### config.mk
export PLATFORM = sky130hd
export DESIGN_NAME = period_avg_sampler
export DESIGN_NICKNAME = d
export VERILOG_FILES = /design/src/rtl/period_avg_pkg.sv /design/src/rtl/avg_start_timer.sv /design/src/rtl/avg_channel_acc.sv /design/src/rtl/period_avg_sampler.sv
export SDC_FILE = /design/constraint.sdc
export NUM_CORES = 1
export LEC_CHECK = 0
export ABC_CLOCK_PERIOD_IN_PS = 6300
export BUFFER_PORTS_ARGS = -buffer_cell sky130_fd_sc_hd__buf_2
export CAP_MARGIN = 20
export CORE_MARGIN = 5
export CORE_UTILIZATION = 50
export CTS_BUF_LIST = sky130_fd_sc_hd__clkbuf_8
export DETAILED_ROUTE_END_ITERATION = 8
export PLACE_DENSITY_LB_ADDON = 0.3
export SLEW_MARGIN = 10
export SYNTH_ARGS = -nofsm -noshare
export SYNTH_HDL_FRONTEND = slang
export SYNTH_SLANG_ARGS = --single-unit
### constraint.sdc
create_clock -name clk -period 6.3 [get_ports clk]
set_input_delay 0.315 -clock clk [delete_from_list [all_inputs] [get_ports clk]]
set_output_delay 0.315 -clock clk [all_outputs]
set_load 0.1 [all_outputs]
### src/rtl/period_avg_pkg.sv
package period_avg_pkg;
  localparam int NUM_CH = 2;
  typedef enum logic {CH_A = 1'b0, CH_B = 1'b1} chan_e;
endpackage

### src/rtl/avg_start_timer.sv
module avg_start_timer #(
  parameter int SPACING = 192,
  parameter int TOTAL   = 64
) (
  input  logic clk,
  input  logic rst_n,
  input  logic launch,
  input  logic run,
  output logic start,
  output logic chan
);
  localparam int CNT_W = $clog2(SPACING);
  localparam int ISS_W = $clog2(TOTAL + 1);

  logic [CNT_W-1:0] gap_cnt;
  logic [ISS_W-1:0] issued;

  assign start = run && (gap_cnt == '0) && (issued < ISS_W'(TOTAL));
  assign chan  = issued[0];

  always_ff @(posedge clk) begin
    if (!rst_n) begin
      gap_cnt <= '0;
      issued  <= '0;
    end else if (launch) begin
      gap_cnt <= '0;
      issued  <= '0;
    end else if (run) begin
      gap_cnt <= (gap_cnt == CNT_W'(SPACING - 1)) ? '0 : gap_cnt + 1'b1;
      if (start) issued <= issued + 1'b1;
    end
  end

  // a start is never followed by another in the next cycle
  p_start_gap_r3: assert property (@(posedge clk) disable iff (!rst_n)
    start |=> !start);
  // consecutive starts of one cycle use opposite inputs
  p_chan_flip_r4: assert property (@(posedge clk) disable iff (!rst_n)
    (start && !launch) |=> (chan != $past(chan)));
endmodule

### src/rtl/avg_channel_acc.sv
module avg_channel_acc #(
  parameter int SAMPLE_W = 12,
  parameter int ACC_W    = 17
) (
  input  logic                clk,
  input  logic                rst_n,
  input  logic                clear,
  input  logic                add,
  input  logic [SAMPLE_W-1:0] sample,
  output logic [ACC_W-1:0]    sum
);
  logic [ACC_W:0] wide;
  assign wide = {1'b0, sum} + (ACC_W + 1)'(sample);

  always_ff @(posedge clk) begin
    if (!rst_n)      sum <= '0;
    else if (clear)  sum <= '0;
    else if (add)    sum <= wide[ACC_W-1:0];
  end

  // an addition never carries out of the accumulator
  p_no_overflow_r6: assert property (@(posedge clk) disable iff (!rst_n)
    add |-> !wide[ACC_W]);
endmodule

### src/rtl/period_avg_sampler.sv
module period_avg_sampler #(
  parameter int SAMPLE_W       = 12,
  parameter int SAMPLES_PER_CH = 32,
  parameter int SPACING        = 192,
  localparam int TOTAL = 2 * SAMPLES_PER_CH,
  localparam int ACC_W = SAMPLE_W + $clog2(SAMPLES_PER_CH)
) (
  input  logic                clk,
  input  logic                rst_n,
  input  logic                start_req,
  output logic                conv_start,
  output logic                conv_chan,
  input  logic                conv_busy,
  input  logic                conv_valid,
  input  logic [SAMPLE_W-1:0] conv_data,
  output logic [ACC_W-1:0]    sum_a,
  output logic [ACC_W-1:0]    sum_b,
  output logic                done,
  output logic                overrun
);
  import period_avg_pkg::*;
  localparam int RET_W = $clog2(TOTAL);

  logic             running;
  logic             launch;
  logic             take;
  logic             last_ret;
  logic [RET_W-1:0] ret_cnt;
  logic [ACC_W-1:0] sums [NUM_CH];

  assign launch   = start_req && !running;
  assign take     = running && conv_valid;
  assign last_ret = take && (ret_cnt == RET_W'(TOTAL - 1));

  always_ff @(posedge clk) begin
    if (!rst_n) begin
      running <= 1'b0;
      ret_cnt <= '0;
      done    <= 1'b0;
      overrun <= 1'b0;
    end else begin
      done <= last_ret;
      if (start_req && running) overrun <= 1'b1;
      if (launch) begin
        running <= 1'b1;
        ret_cnt <= '0;
      end else if (take) begin
        ret_cnt <= ret_cnt + 1'b1;
        if (last_ret) running <= 1'b0;
      end
    end
  end

  avg_start_timer #(.SPACING(SPACING), .TOTAL(TOTAL)) u_timer (
    .clk(clk), .rst_n(rst_n), .launch(launch), .run(running),
    .start(conv_start), .chan(conv_chan)
  );

  for (genvar c = 0; c < NUM_CH; c++) begin : g_ch
    avg_channel_acc #(.SAMPLE_W(SAMPLE_W), .ACC_W(ACC_W)) u_acc (
      .clk(clk), .rst_n(rst_n), .clear(launch),
      .add(take && (ret_cnt[0] == chan_e'(c))),
      .sample(conv_data), .sum(sums[c])
    );
  end

  assign sum_a = sums[CH_A];
  assign sum_b = sums[CH_B];

  // the first start follows acceptance at once, on input A
  p_first_start_r2: assert property (@(posedge clk) disable iff (!rst_n)
    $rose(running) |-> (conv_start && conv_chan == 1'b0));
  // no start issued to a converter that is still busy
  p_start_idle_r3: assert property (@(posedge clk) disable iff (!rst_n)
    conv_start |-> !conv_busy);
  // done lasts one cycle
  p_done_pulse_r7: assert property (@(posedge clk) disable iff (!rst_n)
    done |=> !done);
  // sums hold while idle
  p_hold_sums_r8: assert property (@(posedge clk) disable iff (!rst_n)
    (!running && !$past(running)) |-> ($stable(sum_a) && $stable(sum_b)));
  // overrun is sticky
  p_overrun_sticky_r9: assert property (@(posedge clk) disable iff (!rst_n)
    overrun |=> overrun);
endmodule

# Yosys cells after proc, flatten, opt, wreduce, memory -nomap -nowiden
# Cells that the tools add are included.
# word_totals
ff_bits	58
# classes
n_eq_ne	2
n_reduce_logical	15
n_addsub	5
n_bitwise	2
n_lt_le_gt_ge	1
n_mux	4
# ops
operator	count
adder 17 x 12 -> 17 bit	2
adder 8 x 1 -> 8 bit (second input constant)	1
equality test 8 bit (second input constant)	1
logical AND 1 bit	8
zero test 8 bit	1
2-to-1 mux 8 bit	1
adder 7 x 1 -> 7 bit (second input constant)	1
less-than comparator 7 bit (second input constant)	1
adder 6 x 1 -> 6 bit (second input constant)	1
equality test 6 bit (second input constant)	1
AND reduction 2 bit	2
nonzero test 2 bit	2
2-to-1 mux 1 bit	3
inverter 1 bit	2
OR reduction 2 bit	1
zero test 1 bit	1

# Depth between registers and ports, before layout
# Gate-level depths: netlist of the first run.
# depth
ltp_word	5
depth_mapped	8
mapped_depth_nobuf	8

# Cells and area by module
# A second synthesis of the first run with hierarchy kept.
# hier_totals
cells_unflattened	444
area_unflattened_um2	3784.9
# by_module_without_submodules
module	cells_per_inst	n_inst	area_per_inst_um2	seq_area_each_um2
avg_channel_acc	151	2	1276.2	340.3
avg_start_timer	90	1	770.7	300.3
period_avg_sampler	52	1	461.7	180.2

# Least setup slack after synthesis of the first run
# OpenSTA, ideal clock, no wires.
# synth_path
path_type	flip-flop to flip-flop
startpoint	register u_timer.gap_cnt[0]
endpoint	register u_timer.issued[4]
setup_slack_ns	3.052
stages_incl_launch_ff	8
arrival_ns	3.120
synth_period_minus_slack_ns	3.248
path_cell_list	dfxtp_1 inv_1 ha_1 nand4_1 nor4_2 nand4_1 xor2_1 nor2_1
# synth_via
elab_chain_cells	4
# synth_lines
item	line_no	rtl
from (decl)	avg_start_timer.sv:15	logic [CNT_W-1:0] gap_cnt;
from (signal assigned)	avg_start_timer.sv:29	gap_cnt <= (gap_cnt == CNT_W'(SPACING - 1)) ? '0 : gap_cnt + 1'b1;
zero test 8 bit	avg_start_timer.sv:18	assign start = run && (gap_cnt == '0) && (issued < ISS_W'(TOTAL));
logical AND 1 bit (2 in series)	avg_start_timer.sv:18	
via conv_start	period_avg_sampler.sv:11	output logic conv_start,
AND reduction 2 bit (no source line)	--	
to (signal assigned)	avg_start_timer.sv:30	if (start) issued <= issued + 1'b1;
to (decl)	avg_start_timer.sv:16	logic [ISS_W-1:0] issued;
# The timed path passes the listed nets, and every way through them passes these cells.
# A chain may end at the register's enable or synchronous reset.

# Worst setup path in the final report of the first run
# layout_path
startpoint	register running
endpoint	output port conv_start
# layout_via
elab_chain_cells	2
# layout_lines
item	line_no	rtl
from (decl)	period_avg_sampler.sv:24	logic running;
from (signal assigned)	period_avg_sampler.sv:37	running <= 1'b0;
from (signal assigned)	period_avg_sampler.sv:45	running <= 1'b1;
from (signal assigned)	period_avg_sampler.sv:49	if (last_ret) running <= 1'b0;
logical AND 1 bit (2 in series)	avg_start_timer.sv:18	
to (decl)	period_avg_sampler.sv:11	
# No other way between the ends.

==> impl_metrics.yaml, run 1 <==
run_status:
  status: "complete, no violations"
yosys:
  muxShareOfSynthArea: 0.0154
  synthesis.instances: 406
  avgSynthCellArea_sq_um: 8.22
  ys_seq_elements: 58
  synth_cell_types: 45
  seq_area_frac_synth: 0.348
  synth_area_sq_um: 3340
  synth_enable_flop_cells: 0
  yosys.area_share.simple: 0.206
  synth-adder-area-share: 0.117
  yosys_warnings: 0
  synth_compound_area_frac: 0.199
  synth-async-reset-ratio: 0
  synth_xor_area_frac: 0.0840
  ys.flop_type: "dfxtp_1"
  synth_top_family_by_area: "simple AND/OR/NAND/NOR gates"
  syn_nets: 453
timing:
  setup_viol: 0
  period_share: 0.421
  max_freq_mhz: 377
  hold_slack_ns: 0.261
  fin_skew_ns: 0.00973
  setup_tns_ns: 0
  slew_headroom: 0.513
  tightest_slew_ns: 0.724
  rsz0062_at_grt: "no"
  hold_viol: 0
  min_period_ns: 2.66
  drv_slew: 0
clock_network:
  numClockSinks: 58
  cts_buffers: 9
  post_cts_resized: 0
  ctsLongestPathBuffers: 2
  clock-root-buffer: "clkbuf_8"
  cts_tree: "built"
  cts_setup_buffers: 0
  clkLatencyLatePin_ns: 0.34
  htree_levels: 3
  postCtsHoldBufs: 0
  clk_pin_slew_worst_paths_ns: 0.06
global_route:
  grtUsageMet1: 0.247
  met3_usage: 0.0458
  grt_pass1_wl_mm: 12.7
  grt_pass1_vias: 2741
  met2_usage: 0.289
  grt_usage: 0.184
  overflow: 0
  grt-busiest-layer: "met2"
  grt_max_degree: 37
  grt_antenna_before_repair: 0
critical_path:
  critical_path_class: "flop to primary output"
  crit_path_start_kind: "flop"
  end_kind: "primary output"
  cp.required_ns: 5.98
  critPathMaxFanout: 16
  crit_arrival_ns: 2.34
  r2r_cells: 8
detailed_routing:
  dr.pass1.iters: 5
  antenna_left: 0
  wl_per_cell_um: 14.0
  viasPerCell: 5.54
  drtIter0Drc: 124
  drcViolationCount: 0
  vias: 2992
  wirelength_mm: 7.58
floorplan:
  row_count: 29
  die_y_um: 91.7
  ios: 55
  die_x_um: 91.7
  start_util: 0.520
  core_sq_um: 6420
  die_area_sq_um: 8410
layout:
  fill_cells: 570
  drive_gt1_frac: 0.166
  seq_area_sq_um: 1160
  layout_common_cells: "58 x dfxtp_1, 56 x nand2_1, 53 x buf_2"
  area_growth_syn_to_layout_pct: 16.6
  fin_nets: 506
  multi_input_comb_area_sq_um: 2090
  final-instance-count-excl-fill: 540
  n_antenna_cell: 0
  final_common_cell: "dfxtp_1"
placement:
  io_buffers: 53
  gp_congestion: 0.868
  dp_hpwl_mm: 5.54
  place_inst: 525
power:
  power_density_nw_per_um2: 227
  peakVddDrop_mv: 0.121
  p_leak_nw: 1.70
worst_hold_path:
  min_path_cells: 3
  hp-class: "primary input to flop"
flow_run:
  maxCapViolCount: 0
[area by class of cell]
type | instances | share of cell area
timing repair buffer | 55 | 0.0720
clock inverter | 4 | 0.0174
sequential | 58 | 0.298
clock buffer | 11 | 0.0389
inverter | 13 | 0.0125
multi-input combinational | 322 | 0.536
tap | 77 | 0.0248
[critical path, cell delays in order, from the launching register on]
cell and delay [ns]:
dfxtp_1 0.66, nand4_1 0.20, nor4_2 0.59, buf_2 0.55
[worst paths after layout]
path	start	endpoint	slack, ns
worst max-delay path	running	conv_start	3.64
worst min-delay path	start_req	running	0.26
worst max register to register	g_ch[0].u_acc.sum[0]	g_ch[0].u_acc.sum[10]	3.86
worst min register to register	g_ch[0].u_acc.sum[4]	g_ch[0].u_acc.sum[4]	0.47
[state kept, by name, summed over array words and instances, names as in the netlist]
register         count
overrun              1
u_timer.gap_cnt      8
done                 1
u_timer.issued       7
running              1
ret_cnt              6
g_ch.u_acc.sum      34
[synth_stat cells (all sizes together), types with 2 or more instances]
library cell	count	area share
dfxtp	58	0.35
nand2	56	0.063
a21oi	50	0.075
nor2	38	0.043
ha	28	0.10
o21ai	18	0.027
xnor2	18	0.047
nand3	15	0.022
xor2	14	0.037
inv	13	0.015
clkbuf	12	0.013
nand4	10	0.021
a211oi	8	0.021
a21o	8	0.018
and3	7	0.013
nor3	5	0.0075
o211ai	5	0.011
mux2i	4	0.012
or3	4	0.0075
a31oi	3	0.0056
o21a	3	0.0067
a2111o	2	0.0067
a2111oi	2	0.0071
and2	2	0.0037
fa	2	0.012
nand2b	2	0.0037
nand4b	2	0.0053
nor2b	2	0.0037
o21bai	2	0.0045
[where the power goes]
| part | internal, mW | switching, mW | total [mW] |
|---|---|---|---|
| Combinational | 0.0330 | 0.0809 | 0.114 |
| Sequential | 0.372 | 0.00598 | 0.378 |
| Clock | 0.239 | 0.151 | 0.390 |
| Total | 0.644 | 0.237 | 0.882 |
[cell families (layout without fill, tap and decap cells)]
family | after synthesis | in the layout
buf+inv | 26 | 83
simple gates | 148 | 148
fa+ha+maj | 30 | 30
mux | 5 | 5
compound gates | 107 | 107
flops | 58 | 58
xor+xnor | 32 | 32
[stage by stage]
| step | instance area (sq um) | setup WS (ns) | utilization | total power [mW] |
|---|---|---|---|---|
| after floorplan | 3340 | 3.05 | - | 0.473 |
| after global placement | 3670 | 3.73 | 0.572 | 0.497 |
| after detailed placement | 3670 | 3.72 | 0.572 | 0.499 |
| after CTS | 3890 | 3.66 | 0.606 | 0.888 |
| after global routing | 3890 | 3.50 | 0.606 | 0.919 |
| final | 3890 | 3.64 | 0.606 | 0.882 |
[routing by layer]
| metal | share of wire | up-vias |
|---|---|---|
| met5 | 0 | - |
| met4 | 0.014 | 0 |
| met3 | 0.044 | 10 |
| met2 | 0.46 | 57 |
| met1 | 0.48 | 1381 |
| li1 | - | 1544 |
(Power assumes the default switching activity.)
==> run 2: changes to the inputs <==
--- a/config.mk
+++ b/config.mk
@@ -5,7 +5,8 @@
 export SDC_FILE = /design/constraint.sdc
 export NUM_CORES = 1
 export LEC_CHECK = 0
-export ABC_CLOCK_PERIOD_IN_PS = 6300
+export ABC_AREA = 1
+export ABC_CLOCK_PERIOD_IN_PS = 2700
 export BUFFER_PORTS_ARGS = -buffer_cell sky130_fd_sc_hd__buf_2
 export CAP_MARGIN = 20
 export CORE_MARGIN = 5
==> constraint.sdc (replaced) <==
create_clock -name clk -period 2.7 [get_ports clk]
set_input_delay 0.135 -clock clk [delete_from_list [all_inputs] [get_ports clk]]
set_output_delay 0.135 -clock clk [all_outputs]
set_load 0.1 [all_outputs]
==> run 2 against run 1 <==
- final cell count is 50% higher
- sequential cell count stayed put
- first-iteration DRC count is 84% higher
- cell area is 18% higher
- core utilization is 1.5 points lower
- area after synthesis is 21% higher
- combinational power grew to 3.2 times the previous value
- setup slack worse by 3.0 ns
- die area is 19% higher
==> impl_metrics.yaml, run 2 <==
yosys:
  avgSynthCellArea_sq_um: 6.29
  synth-async-reset-ratio: 0
  ys_seq_elements: 58
  yosys.area.top_type_share: 0.286
  synth.top_cells.by_area: "dfxtp_1 29%, nand2_1 18%, inv_1 9.4%"
  seq_area_frac_synth: 0.286
  yosys_warnings: 0
  ys.flop_type: "dfxtp_1"
  synthesis.instances: 645
  synth_cell_types: 34
  synth_top_area_cell: "dfxtp_1"
  syn_nets: 692
  synth_enable_flop_cells: 0
  yosys-top-cells-count: "189 x nand2_1, 102 x inv_1, 78 x nor2_1, 58 x dfxtp_1, 58 x nand3_1"
  synth_area_sq_um: 4050
  yosysMostFrequentCell: "nand2_1"
floorplan:
  start_util: 0.519
  core_sq_um: 7810
  row_count: 32
  die_y_um: 100
  die_area_sq_um: 10000
  ios: 55
  die_x_um: 100
clock_network:
  clock-root-buffer: "clkbuf_8"
  numClockSinks: 58
  cts_tree: "built"
  ctsLongestPathBuffers: 2
  cts_buffers: 9
  cts_setup_buffers: 0
  clkLatencyLatePin_ns: 0.34
  clk_pin_slew_worst_paths_ns: 0.07
  postCtsHoldBufs: 0
  htree_levels: 3
  post_cts_resized: 0
critical_path:
  cp.required_ns: 2.57
  crit_arrival_ns: 1.94
  critical_path_class: "flop to primary output"
  critPathMaxFanout: 5
  end_kind: "primary output"
  crit_family: "buffers and inverters"
  cp_num_buf_inv: 2
  crit_path_start_kind: "flop"
  slowest_stage: "buf_2"
  path_cells: "inv_1 -> ha_1 -> nand2_1 -> nor2_1 -> nor3b_2 -> buf_2"
  max_stage_delay_ns: 0.49
flow_run:
  maxCapViolCount: 0
layout:
  final_common_cell: "nand2_1"
  fin_nets: 749
  largestRegisters: "g_ch.u_acc.sum (34), u_timer.gap_cnt (8), u_timer.issued (7)"
  largest_reg_flops: 34
  regMostFlops: "g_ch.u_acc.sum"
  layout_common_cells: "189 x nand2_1, 103 x inv_1, 78 x nor2_1"
  n_antenna_cell: 0
  area_growth_syn_to_layout_pct: 13.7
  drive_gt1_frac: 0.120
global_route:
  grt_usage: 0.208
  overflow: 0
  grt_pass1_vias: 3901
  grt_max_degree: 27
  grt_antenna_before_repair: 0
  grt_pass1_wl_mm: 17.2
timing:
  rsz0062_at_grt: "no"
  slew_headroom: 0.663
  setup_tns_ns: 0
  fin_skew_ns: 0.0112
  min_period_ns: 2.08
  hold_viol: 0
  hold_slack_ns: 0.0447
  tightest_slew_ns: 0.509
  drv_slew: 0
  setup_viol: 0
  max_freq_mhz: 482
  period_share: 0.769
placement:
  dp_hpwl_mm: 7.76
  io_buffers: 53
  gp_congestion: 0.919
detailed_routing:
  dr.pass1.iters: 5
  drcViolationCount: 0
  wl_per_cell_um: 12.3
  viasPerCell: 5.09
  wirelength_mm: 9.95
  vias: 4121
  antenna_left: 0
  drtIter0Drc: 228
power:
  seq_power_share: 0.425
  power_density_nw_per_um2: 451
  peakVddDrop_mv: 0.340
  swShare: 0.308
  power.switching_mw: 0.639
  combPwrFrac: 0.174
  pwr-share-clk: 0.400
  p_leak_nw: 2.52
  power.internal_mw: 1.44
run_status:
  status: "complete, no violations"
worst_hold_path:
  hp-class: "primary input to flop"
[run 2: cell types whose count changed after synthesis, sizes merged, moves of 12 or more]
cell and delta:
clkbuf -12, inv +93, nand2 +134, xnor2 -15
nor2 +42, nand3 +44
[run 2: final cells by class]
type                    instances  area [sq um]
flip-flops and latches         58          1160
well taps                     102           128
repair buffers                 56           288
multi-input cells             471          2430
clock inverters                 5          53.8
inverters                     106           398
fillers                       786          3200
clock buffers                  11           151
[run 2: layer usage]
| layer | part of all wire | track usage | vias to the layer above |
|---|---|---|---|
| met3 | 0.061 | 0.0438 | 16 |
| met5 | 0 | 0 | - |
| li1 | - | - | 2152 |
| met4 | 0.025 | 0.0777 | 0 |
| met1 | 0.47 | 0.270 | 1846 |
| met2 | 0.45 | 0.342 | 107 |
[run 2: kinds of logic after synthesis]
family	share of synthesized area
xor gates and xnor gates	0.0194
adders and majority gates	0.0963
AOI/OAI and AO/OA	0.110
and+or+nand+nor	0.374
buffers and inverters	0.114
DFF	0.286
[run 2: power groups by stage]
stage	sequential, mW	combinational (mW)	clock (mW)
finish	0.884	0.362	0.832
global route	0.885	0.401	0.892
CTS	0.884	0.362	0.847
detailed placement	0.903	0.360	0
global placement	0.902	0.353	0
floorplan	0.982	0.202	0
[run 2: final timing paths]
| kind | from | end | slack (ns) | cells after the start |
|---|---|---|---|---|
| min reg2reg | ret_cnt[5] | ret_cnt[5] | 0.48 | 2 |
| min | rst_n | running | 0.04 | 3 |
| max reg2reg | g_ch[0].u_acc.sum[0] | g_ch[0].u_acc.sum[16] | 0.78 | 9 |
| max | u_timer.gap_cnt[1] | conv_start | 0.62 | 6 |
[run 2: metrics by stage]
stage               power, mW  utilization  instance area (sq um)  setup slack [ns]  cells
finish                   2.08        0.591                   4610             0.624    809
CTS                      2.09        0.591                   4610             0.615    809
detailed placement       1.26        0.564                   4410             0.827    793
global placement         1.26        0.564                   4410             0.869    793
floorplan                1.18            -                   4050             0.289    645
global route             2.18        0.591                   4610             0.458    809
[run 2: worst reg2reg max path, delay by kind of cell (launching register included)]
kind | cells | cell delay, ns
AND/OR/NAND/NOR | 6 | 0.64
AO/OA/AOI/OAI | 1 | 0.19
adder cells (fa/ha/maj) | 2 | 0.65
flip-flops | 1 | 0.33
==> run 3: changes to the inputs <==
--- a/config.mk
+++ b/config.mk
@@ -6,7 +6,7 @@
 export NUM_CORES = 1
 export LEC_CHECK = 0
 export ABC_AREA = 1
-export ABC_CLOCK_PERIOD_IN_PS = 2700
+export ABC_CLOCK_PERIOD_IN_PS = 2080
 export BUFFER_PORTS_ARGS = -buffer_cell sky130_fd_sc_hd__buf_2
 export CAP_MARGIN = 20
 export CORE_MARGIN = 5
==> constraint.sdc (replaced) <==
create_clock -name clk -period 2.08 [get_ports clk]
set_input_delay 0.104 -clock clk [delete_from_list [all_inputs] [get_ports clk]]
set_output_delay 0.104 -clock clk [all_outputs]
set_load 0.1 [all_outputs]
==> run 3 against run 2 <==
- critical path depth did not move
- critical path type unchanged
- wire length is 1.8% higher
- die area stayed put
- cell area increased by 2.7%
- clock skew hardly changed
- sequential share of layout area about the same
- clock-buffer cell count fell by 2
- global-route usage increased by 0.14 points
- core utilization grew 1.6 points
- clock power is 56% higher
- first-iteration DRC count decreased by 6.1%
==> impl_metrics.yaml, run 3 (synthesized netlist as in run 2, its figures left out) <==
detailed_routing:
  antenna_left: 0
  viasPerCell: 5.16
  drtIter0Drc: 214
  wirelength_mm: 10.1
  vias: 4200
  wl_per_cell_um: 12.4
  dr.pass1.iters: 5
  drcViolationCount: 0
critical_path:
  cp.required_ns: 1.98
  slowest_stage: "clkbuf_4"
  crit_path_start_kind: "flop"
  path_cells: "inv_1 -> ha_1 -> nand2_1 -> nor2_1 -> nor3b_4 -> clkbuf_4"
  reg2reg_slack_ns: 0.22
  crit_family: "buffers and inverters"
  r2r_cells: 9
  cp_num_buf_inv: 2
  reg2reg_to: "g_ch[0].u_acc.sum[12]"
  critical_path_class: "flop to primary output"
  crit_arrival_ns: 1.81
  crit_path_start: "u_timer.gap_cnt[1]"
  critPathMaxFanout: 5
  r2r_start: "g_ch[0].u_acc.sum[0]"
  max_stage_delay_ns: 0.39
  end_kind: "primary output"
floorplan:
  die_area_sq_um: 10000
  die_y_um: 100
  ios: 55
  die_x_um: 100
  start_util: 0.519
  core_sq_um: 7810
  row_count: 32
timing:
  period_share: 0.922
  drv_slew: 0
  fin_skew_ns: 0.0109
  setup_tns_ns: 0
  setup_viol: 0
  slew_headroom: 0.635
  rsz0062_at_grt: "no"
  min_period_ns: 1.92
  tightest_slew_ns: 0.546
  max_freq_mhz: 521
  hold_viol: 0
power:
  power.internal_mw: 2.07
  seq_power_share: 0.393
  combPwrFrac: 0.163
  power_density_nw_per_um2: 619
  p_leak_nw: 2.58
  pwr-share-clk: 0.444
  peakVddDrop_mv: 0.522
  swShare: 0.294
  power.switching_mw: 0.861
layout:
  largestRegisters: "g_ch.u_acc.sum (34), u_timer.gap_cnt (8), u_timer.issued (7)"
  final-instance-count-excl-fill: 814
  drive_gt1_frac: 0.160
  layout_common_cells: "189 x nand2_1, 102 x inv_1, 78 x nor2_1"
  area_growth_syn_to_layout_pct: 16.8
  n_antenna_cell: 0
  fill_cells: 764
  final_common_cell: "nand2_1"
  fin_nets: 754
  largest_reg_flops: 34
  regMostFlops: "g_ch.u_acc.sum"
global_route:
  grt_pass1_wl_mm: 17.3
  grt_usage: 0.210
  overflow: 0
  grt_pass1_vias: 3872
  grt_antenna_before_repair: 0
  grt_max_degree: 19
placement:
  dp_hpwl_mm: 7.93
  io_buffers: 53
  gp_congestion: 0.915
  place_inst: 797
clock_network:
  clkLatencyLatePin_ns: 0.34
  cts_setup_buffers: 0
  cts_tree: "built"
  clk_pin_slew_worst_paths_ns: 0.08
  ctsLongestPathBuffers: 2
  htree_levels: 3
  numClockSinks: 58
  cts_buffers: 9
  clock-root-buffer: "clkbuf_8"
worst_hold_path:
  hold_path_startpoint: "start_req"
  min_to: "running"
  hp-class: "primary input to flop"
  min_path_cells: 3
flow_run:
  maxCapViolCount: 0
run_status:
  status: "complete, no violations"
==> run 3: cell count changes in the layout (fill, tap and decap cells not counted), moves of 2 or more <==
cell        before  now
clkinvlp_4       2    0
bufinv_16        1    3
dfxtp_1         58   34
clkinv_4         0    3
buf_4            3    7
clkbuf_8        11    9
dfxtp_2          0   24
==> run 3: worst max-delay path by stage <==
stage	slack (ns)	end	depth (start not counted)
2_1_floorplan	0.08	u_timer.issued[0]	7
3_3_place_gp	0.26	g_ch[0].u_acc.sum[12]	9
3_5_place_dp	0.23	g_ch[0].u_acc.sum[12]	9
4_1_cts	0.05	conv_start	6
5_1_grt	0.02	conv_start	6
6_report	0.16	conv_start	6
==> run 3: stage by stage <==
stage / hold slack, ns / utilization / setup slack [ns] / instance area, sq um / power, mW
finish: 0.0482 / 0.606 / 0.162 / 4730 / 2.93
global route: 0.0381 / 0.606 / 0.0197 / 4730 / 3.06
CTS: 0.0383 / 0.606 / 0.0524 / 4730 / 2.96
detailed placement: 0.352 / 0.573 / 0.233 / 4470 / 1.65
global placement: 0.349 / 0.573 / 0.264 / 4470 / 1.64
floorplan: 0.237 / - / 0.0821 / 4090 / 1.54
==> run 3: power groups by stage <==
stage	logic, mW	registers [mW]	clock network [mW]
after floorplan	0.264	1.28	0
after global placement	0.464	1.17	0
after detailed placement	0.473	1.18	0
after CTS	0.477	1.15	1.33
after global routing	0.529	1.15	1.38
final	0.479	1.15	1.30
==> run 3: layout make-up <==
cell class,instances,area [sq um],area share
multi-input cells,471,2440,0.515
flip-flops and latches,58,1190,0.252
inverters,106,398,0.0841
repair buffers,61,330,0.0698
well taps,102,128,0.0270
clock inverters,7,125,0.0264
clock buffers,9,124,0.0262
==> run 3: what timing repair did <==
| item | 4_1_cts | 5_1_grt |
|---|---|---|
| hold buffers | 1 | 0 |
| gates resized for setup | 0 | 1 |
| endpoints found under the hold margin | 1 | 0 |
| setup endpoints to repair | 0 | 1 |
==> run 3: layer usage <==
layer  part of all wire  GRT usage  wire, um  vias up
li1                   -          -         -     2180
met1               0.45      0.268      4570     1876
met2               0.45      0.352      4600      124
met3              0.073     0.0473       737       20
met4              0.021     0.0653       210        0
met5                  0          0         0        -
==> run 3: worst register-to-register path: cells and delay by family, from the launching register on <==
| kind | cells | cell delay (ns) |
|---|---|---|
| AO/OA/AOI/OAI | 1 | 0.18 |
| adder cells (fa/ha/maj) | 2 | 0.63 |
| flip-flops | 1 | 0.33 |
| AND/OR/NAND/NOR | 6 | 0.63 |
